--- config.mk ---
export PLATFORM = sky130hd
export DESIGN_NAME = spx_regctl
export DESIGN_NICKNAME = d
export VERILOG_FILES = /design/src/rtl/spx_pkg.sv /design/src/rtl/spx_ctrl_decode.sv /design/src/rtl/spx_reg_update.sv /design/src/rtl/spx_read_mux.sv /design/src/rtl/spx_regctl.sv
export SDC_FILE = /design/constraint.sdc
export NUM_CORES = 1
export LEC_CHECK = 0
export BUFFER_PORTS_ARGS = -buffer_cell sky130_fd_sc_hd__buf_2
export CAP_MARGIN = 0
export CORE_AREA = 2 2 59 61
export CTS_CLUSTER_SIZE = 12
export DETAILED_ROUTE_END_ITERATION = 8
export DIE_AREA = 0 0 61 63
export PLACE_DENSITY = 0.81
export SLEW_MARGIN = 20
export SYNTH_ARGS = -nofsm -noshare
export SYNTH_HDL_FRONTEND = slang
export SYNTH_SLANG_ARGS = --single-unit
--- constraint.sdc ---
create_clock -name clk -period 2.2 [get_ports clk]
set_input_delay 0.11 -clock clk [delete_from_list [all_inputs] [get_ports clk]]
set_output_delay 0.11 -clock clk [all_outputs]
set_load 0.05 [all_outputs]
--- src/rtl/spx_pkg.sv ---
package spx_pkg;
    localparam int BYTE_W = 8;
    localparam int ID_W   = 2;
    localparam int DF_W   = 2;
    localparam int CM_W   = 2;

    typedef enum logic [2:0] {
        ST_IDLE,
        ST_CTRL,
        ST_WDATA,
        ST_RDATA,
        ST_DONE
    } spx_state_e;

    typedef struct packed {
        logic [ID_W-1:0] id;
        logic            rs;
        logic            wr;
        logic [DF_W-1:0] df;
        logic [CM_W-1:0] cm;
    } spx_ctrl_t;
endpackage

--- src/rtl/spx_ctrl_decode.sv ---
module spx_ctrl_decode
    import spx_pkg::*;
(
    input  logic [BYTE_W-1:0] ctrl_byte,
    input  logic [ID_W-1:0]   strap,
    output spx_ctrl_t         ctrl,
    output logic              id_ok
);
    always_comb begin
        ctrl  = spx_ctrl_t'(ctrl_byte);
        id_ok = (ctrl.id == strap);
    end
endmodule

--- src/rtl/spx_reg_update.sv ---
module spx_reg_update
    import spx_pkg::*;
#(
    parameter int W = BYTE_W
) (
    input  logic [W-1:0]    old_val,
    input  logic [W-1:0]    mask,
    input  logic [DF_W-1:0] df,
    output logic [W-1:0]    new_val
);
    for (genvar b = 0; b < W; b++) begin : g_bit
        always_comb begin
            if (!df[1])
                new_val[b] = mask[b];
            else if (df[0])
                new_val[b] = old_val[b] | mask[b];
            else
                new_val[b] = old_val[b] & ~mask[b];
        end
    end
endmodule

--- src/rtl/spx_read_mux.sv ---
module spx_read_mux
    import spx_pkg::*;
#(
    parameter int W = BYTE_W
) (
    input  logic         sel_dir,
    input  logic [W-1:0] val_reg,
    input  logic [W-1:0] dir_reg,
    input  logic [W-1:0] pins,
    output logic [W-1:0] rd_val
);
    for (genvar b = 0; b < W; b++) begin : g_bit
        always_comb begin
            if (sel_dir)
                rd_val[b] = dir_reg[b];
            else
                rd_val[b] = dir_reg[b] ? val_reg[b] : pins[b];
        end
    end
endmodule

--- src/rtl/spx_regctl.sv ---
module spx_regctl
    import spx_pkg::*;
(
    input  logic              clk,
    input  logic              rst_n,
    input  logic              cs_act,
    input  logic              rx_valid,
    input  logic [BYTE_W-1:0] rx_byte,
    input  logic [ID_W-1:0]   strap_id,
    input  logic [BYTE_W-1:0] pin_in,
    input  logic              cmp_flag,
    output logic [BYTE_W-1:0] tx_byte,
    output logic              tx_oe,
    output logic [BYTE_W-1:0] port_out,
    output logic [BYTE_W-1:0] port_oe,
    output logic [CM_W-1:0]   cmp_mode
);
    typedef struct packed {
        spx_state_e       st;
        logic [BYTE_W-1:0] val;
        logic [BYTE_W-1:0] dir;
        logic              rs;
        logic [DF_W-1:0]   df;
        logic [CM_W-1:0]   cm;
        logic              flag;
    } regs_t;

    regs_t q, d;

    spx_ctrl_t         ctl;
    logic              id_ok;
    logic [BYTE_W-1:0] old_sel;
    logic [BYTE_W-1:0] upd_val;
    logic [BYTE_W-1:0] rd_val;

    spx_ctrl_decode u_dec (
        .ctrl_byte (rx_byte),
        .strap     (strap_id),
        .ctrl      (ctl),
        .id_ok     (id_ok)
    );

    assign old_sel = q.rs ? q.dir : q.val;

    spx_reg_update #(.W(BYTE_W)) u_upd (
        .old_val (old_sel),
        .mask    (rx_byte),
        .df      (q.df),
        .new_val (upd_val)
    );

    spx_read_mux #(.W(BYTE_W)) u_rd (
        .sel_dir (q.rs),
        .val_reg (q.val),
        .dir_reg (q.dir),
        .pins    (pin_in),
        .rd_val  (rd_val)
    );

    always_comb begin
        d = q;
        if (!cs_act) begin
            d.st = ST_IDLE;
        end else begin
            case (q.st)
                ST_IDLE: begin
                    d.st   = ST_CTRL;
                    d.flag = cmp_flag;
                end
                ST_CTRL: begin
                    if (rx_valid) begin
                        if (id_ok) begin
                            d.rs = ctl.rs;
                            d.df = ctl.df;
                            d.cm = ctl.cm;
                            d.st = ctl.wr ? ST_WDATA : ST_RDATA;
                        end else begin
                            d.st = ST_DONE;
                        end
                    end
                end
                ST_WDATA: begin
                    if (rx_valid) begin
                        if (q.rs) d.dir = upd_val;
                        else      d.val = upd_val;
                        d.st = ST_DONE;
                    end
                end
                default: ;
            endcase
        end
    end

    always_ff @(posedge clk or negedge rst_n) begin
        if (!rst_n) begin
            q <= '{st: ST_IDLE, default: '0};
        end else begin
            q <= d;
        end
    end

    always_comb begin
        case (q.st)
            ST_CTRL:  tx_byte = {{(BYTE_W-1){1'b0}}, q.flag};
            ST_WDATA: tx_byte = old_sel;
            ST_RDATA: tx_byte = rd_val;
            default:  tx_byte = '0;
        endcase
        tx_oe = (q.st == ST_CTRL) || (q.st == ST_WDATA) || (q.st == ST_RDATA);
    end

    assign port_out = q.val;
    assign port_oe  = q.dir;
    assign cmp_mode = q.cm;
endmodule

==> out/summary.txt, run 1 <==
status = complete, no violations
CTS buffer count = 3
Tightest Pin Transition = 566 ps
fmax = 507 MHz
Die H = 63 um
CTS tree = done
IO buf count = 49
routed wire length = 3420 um
area delta synth->final = 12.7%
# IOs = 50
share of layout cells above drive strength 1 = 40.6%
routability-driven placement congestion ratio = 0.820
startpoint types = flop
Slew Viols, Final = 0
post-route antenna net violation count = 0
Distinct cells, synth = 29
Worst Path Class, Setup = flop to output port
Initial Util = 51.7%
core area = 3230 um^2
Post-Syn Nets = 187
DIE AREA = 3840 um^2
setup ws final = 227 ps
pwr/cell area = 875 nW/um^2
hold crit path type = input pin to flop
total leakage power = 0.000894 uW
Post-Syn Area = 1670 um^2
register area share after synthesis = 37.5%
setup bufs post-CTS = 0
Synth top area share = 37.5%
Fillers = 290
slew margin rel. = 62.3%
CTS clk-pin slew, worst paths = 140 ps
Detail Placement HPWL = 2550 um
wire per inst = 14.1 um
Worst Skew = 5.09 ps
GR Overflow Total = 0
min Tclk post-route = 1970 ps
antenna fix cells = 0
# DRC = 0
ys flop type = dfrtp_1
CTS H-tree depth = 1
GRT Util Overall = 19.9%
1st-iter DRT viols = 54
Chip Width = 61 um
pin count of the biggest net entering global routing = 26
Post-layout nets = 221
Clock Sinks = 25
drt first pass iters = 4
CP Capture Type = output port
clk root buf = clkbuf_4
final setup TNS = 0 ps
max cap viols = 0
cell count after synthesis = 164
first-pass GRT wire length = 5760 um
synth cell count leaders = dfrtp_1, mux2_2, buf_4
Post-synth EDFFs = 0
synth top area cells = dfrtp_1, mux2_2, buf_4
ys async rst share = 100%
Final period util = 89.7%
CTS resizes = 0
num rows = 21
#FFs+latches synth = 25
Setup Slack @ Placement = 399 ps
via-per-instance ratio = 5.44
WP data arrival = 1860 ps
routed vias = 1323
final setup violation count = 0
Worst Path Max Fanout = 12
Final Hold Viols = 0
maximum vdd ir drop = 487 uV
CTS max path bufs = 2
WP data required = 2090 ps
Yosys warning total = 0
unrepaired setup endpoints after global routing = no
initial antenna violation count = 0
largest area contributor in the netlist = dfrtp_1
worst skew pair latency = 330 ps
most common cell in the netlist = dfrtp_1
vias in the first global route = 1229
Mean Syn Cell Area = 10.2 um^2
state kept, by name, summed over array words and instances, names as in the netlist:
| name | cells |
|---|---|
| port_oe | 8 |
| port_out | 8 |
| cmp_mode | 2 |
| q | 7 |
logic make-up after synthesis:
logic type,count (synthesis),synth area share [%]
multiplexers,30,19.6
buffers and inverters,30,11.2
flip-flops,25,37.5
AO/OA/AOI/OAI,39,15.8
XOR/XNOR,2,1.05
AND/OR/NAND/NOR,38,14.9
cell type report:
cell class | instances | area, um^2 | area share [%]
Sequential cell | 25 | 626 | 33.2
Clock buffer | 3 | 22.5 | 1.20
Inverter | 4 | 15.0 | 0.798
Clock inverter | 1 | 7.51 | 0.399
Multi-Input combinational cell | 109 | 858 | 45.6
Tap cell | 46 | 57.6 | 3.06
Timing Repair Buffer | 55 | 295 | 15.7
worst max-delay path, cell delays in order, from the launching register on:
cell and delay (ps):
dfrtp_1 580, buf_4 240, nand3b_1 90, a21o_1 180, a21oi_1 150, buf_2 300
metal layers:
layer	share of wire, %	global-route usage [%]	up-vias
li1	-	-	643
met1	45	26.7	631
met2	49	31.3	41
met3	3.8	2.69	8
met4	2.6	8.97	0
met5	0	0	-
stage by stage:
stage / cell area, um^2 / hold WS, ps / cells / util, % / power (uW)
floorplan: 1670 / -186 / 164 / - / 1350
global route: 1880 / 8.33 / 243 / 58.2 / 1750
global placement: 1830 / 130 / 237 / 56.7 / 1420
detailed placement: 1830 / 146 / 237 / 56.7 / 1440
CTS: 1870 / 1.34 / 242 / 57.9 / 1660
finish: 1880 / 8.64 / 243 / 58.2 / 1650
layout by cell type (no fill, tap or decap), types with 2 or more instances in the layout:
master / n
nand2b_1: 16
inv_1: 4
a21o_1: 6
o21ai_0: 10
o2bb2ai_1: 8
buf_4: 4
a21oi_1: 7
dfrtp_1: 25
xnor2_1: 2
nand4_1: 2
buf_2: 49
nand3b_1: 7
a31oi_1: 2
dlygate4sd3_1: 2
mux2i_1: 8
mux2_2: 22
nand2_1: 2
nor2_1: 6
clkbuf_4: 3
path summary, 6_finish.rpt:
| kind | from | end | cells past startpoint | slack (ps) |
|---|---|---|---|---|
| setup / recovery | q[22]$_DFFE_PN0P_ | tx_byte[2] | 5 | 230 |
| hold / removal | rx_valid | q[23]$_DFFE_PN0P_ | 2 | 9 |
| setup reg to reg | q[22]$_DFFE_PN0P_ | port_out[6]$_DFFE_PN0P_ | 4 | 410 |
| hold reg to reg | q[3]$_DFFE_PN0P_ | q[3]$_DFFE_PN0P_ | 1 | 520 |
| max in group asynchronous | rst_n | port_oe[4]$_DFFE_PN0P_ | 2 | 1540 |
| min in group asynchronous | rst_n | q[23]$_DFFE_PN0P_ | 2 | 290 |
what timing repair did:
action	in CTS	in global routing
endpoints found under the setup margin	0	0
hold endpoints to repair	25	1
hold buffers	1	1
power breakdown:
| group | total (uW) | switching [uW] | internal, uW | leakage, uW |
|---|---|---|---|---|
| combinational | 748 | 482 | 266 | 0.000548 |
| sequential | 677 | 126 | 551 | 0.000332 |
| clock | 221 | 151 | 69.6 | 0.0000139 |
| total | 1650 | 759 | 887 | 0.000894 |
Note: power is estimated with default switching activity, not from simulation.
==> run 2: changes to the inputs <==
--- a/config.mk
+++ b/config.mk
@@ -7,11 +7,11 @@
 export LEC_CHECK = 0
 export BUFFER_PORTS_ARGS = -buffer_cell sky130_fd_sc_hd__buf_2
 export CAP_MARGIN = 0
-export CORE_AREA = 2 2 59 61
+export CORE_AREA = 2 2 78 80
 export CTS_CLUSTER_SIZE = 12
 export DETAILED_ROUTE_END_ITERATION = 8
-export DIE_AREA = 0 0 61 63
-export PLACE_DENSITY = 0.81
+export DIE_AREA = 0 0 80 82
+export RECOVER_POWER = 50
 export SLEW_MARGIN = 20
 export SYNTH_ARGS = -nofsm -noshare
 export SYNTH_HDL_FRONTEND = slang
==> run 2 against run 1 <==
Effect of this change: core utilization down 25 points; clock power up 29%; routed wire length grew 15%; register-to-register slack better by 70 ps; combinational power is 2% lower; maximum frequency is 1.4% lower; sequential share of layout area down 0.48 points; clock skew grew 4.2 ps; global-route usage down 7.8 points; worst hold slack improved by 44 ps; critical endpoint unchanged; highest routed layer unchanged.
==> out/summary.txt, run 2 (synthesis results as in run 1) <==
status = complete, no violations
Int Power = 932 uW
routability-driven placement congestion ratio = 0.763
Clock Sinks = 25
num rows = 28
CTS tree = done
max cap viols = 0
NetSw = 776 uW
routed wire length = 3930 um
wire per inst = 14.5 um
WP data arrival = 1890 ps
Post-layout nets = 220
CP Capture Type = output port
Final Hold Viols = 0
Initial Util = 29.1%
Max stage delay on crit path = 690 ps
fmax = 500 MHz
Pwr Total = 1710 uW
WP buf/inv = 2
Logic pwr share = 42.9%
Tightest Pin Transition = 1370 ps
GR Overflow Total = 0
Final period util = 90.9%
min Tclk post-route = 2000 ps
hold crit path type = input pin to flop
Worst Path Max Fanout = 16
switching share of power = 45.4%
pin count of the biggest net entering global routing = 26
area delta synth->final = 14.3%
CTS max path bufs = 2
CTS H-tree depth = 1
first-pass GRT wire length = 6020 um
CTS buffer count = 3
# IOs = 50
IO buf count = 49
most common cell after layout, fill and taps aside = buf_2
Fillers = 616
vias in the first global route = 1183
1st-iter DRT viols = 33
pwr/cell area = 894 nW/um^2
setup ws final = 200 ps
via-per-instance ratio = 4.87
Chip Width = 80 um
Die H = 82 um
slew margin rel. = 8.51%
GRT Util Overall = 12.1%
worst skew pair latency = 280 ps
CP cell instances = buf_4, o21ai_0, a21oi_1, buf_2
final setup TNS = 0 ps
DIE AREA = 6560 um^2
Slew Viols, Final = 0
Seq pwr share = 40.4%
initial antenna violation count = 0
unrepaired setup endpoints after global routing = no
post-route antenna net violation count = 0
share of layout cells above drive strength 1 = 34.7%
part of the power in the clock network = 16.7%
core area = 5750 um^2
total leakage power = 0.000855 uW
Critical-path top delay cell = dfrtp_1
antenna fix cells = 0
post-route cell area = 1910 um^2
# DRC = 0
CTS clk-pin slew, worst paths = 100 ps
maximum vdd ir drop = 473 uV
routed vias = 1320
clk root buf = clkbuf_8
drt first pass iters = 4
Worst Skew = 9.32 ps
most frequent cells in the layout = buf_2, dfrtp_1, mux2_2
startpoint types = flop
Worst Path Class, Setup = flop to output port
DP Area = 1870 um^2
WP data required = 2090 ps
Detail Placement HPWL = 2880 um
delay-heaviest family, CP = flip-flops
final setup violation count = 0
Setup Slack @ Placement = 482 ps
## run 2: cell types whose count changed in the layout (fill, tap and decap cells not counted)
| cell | before | now |
|---|---|---|
| buf_2 | 49 | 37 |
| clkbuf_4 | 3 | 0 |
| dlygate4sd3_1 | 2 | 1 |
| clkinv_2 | 0 | 1 |
| clkbuf_8 | 0 | 3 |
| clkinvlp_4 | 1 | 0 |
| clkbuf_1 | 0 | 12 |
## run 2: power groups by stage
| stage | Combinational, uW | Sequential [uW] | Clock, uW |
|---|---|---|---|
| finish | 732 | 691 | 285 |
| CTS | 752 | 690 | 292 |
| global placement | 743 | 697 | 0 |
| global route | 784 | 708 | 312 |
| floorplan | 719 | 627 | 0 |
| detailed placement | 749 | 699 | 0 |
## run 2: metrics by stage
step | utilization, % | hold slack (ps) | instances
after floorplan | - | -186 | 164
after global placement | 32.5 | 143 | 266
after detailed placement | 32.5 | 145 | 266
after CTS | 33.5 | 51.5 | 271
after global routing | 33.2 | 59.2 | 271
final | 33.2 | 53.1 | 271
## run 2: area by class of cell
| class | count | area [um^2] | area share (%) |
|---|---|---|---|
| clock inverter | 1 | 5.00 | 0.262 |
| clock buffer | 3 | 41.3 | 2.16 |
| inverter | 4 | 15.0 | 0.786 |
| sequential | 25 | 626 | 32.8 |
| multi-input combinational | 109 | 858 | 45.0 |
| timing repair buffer | 54 | 270 | 14.2 |
| tap | 75 | 93.8 | 4.91 |
## run 2: worst register-to-register path, cell delays in order (launching register included)
cell and delay [ps]:
dfrtp_1 690, buf_4 330, mux2i_1 200, o2bb2ai_1 110
mux2_2 270
## run 2: repair_timing
item / in CTS / in global routing
gates resized for setup: 0 / 0
endpoints found under the hold margin: 25 / 0
setup buffers: 0 / 0
hold buffers: 1 / 0
## run 2: worst paths after layout
check | start | end | slack, ps | cells after the start
min in group asynchronous | rst_n | q[23]$_DFFE_PN0P_ | 660 | 2
setup / recovery | q[5]$_DFFE_PN0P_ | tx_byte[2] | 200 | 4
setup reg to reg | q[5]$_DFFE_PN0P_ | port_oe[2]$_DFFE_PN0P_ | 480 | 4
max in group asynchronous | rst_n | q[4]$_DFFE_PN0P_ | 720 | 2
hold reg to reg | q[3]$_DFFE_PN0P_ | q[3]$_DFFE_PN0P_ | 510 | 1
hold / removal | rx_valid | q[23]$_DFFE_PN0P_ | 50 | 2
## run 2: per-layer routing
layer,vias up,track usage (%),share of wire [%]
met5,-,0,0
met4,0,2.71,0.59
met3,2,2.75,5.8
met2,41,20.1,46
met1,635,16.2,48
li1,642,-,-
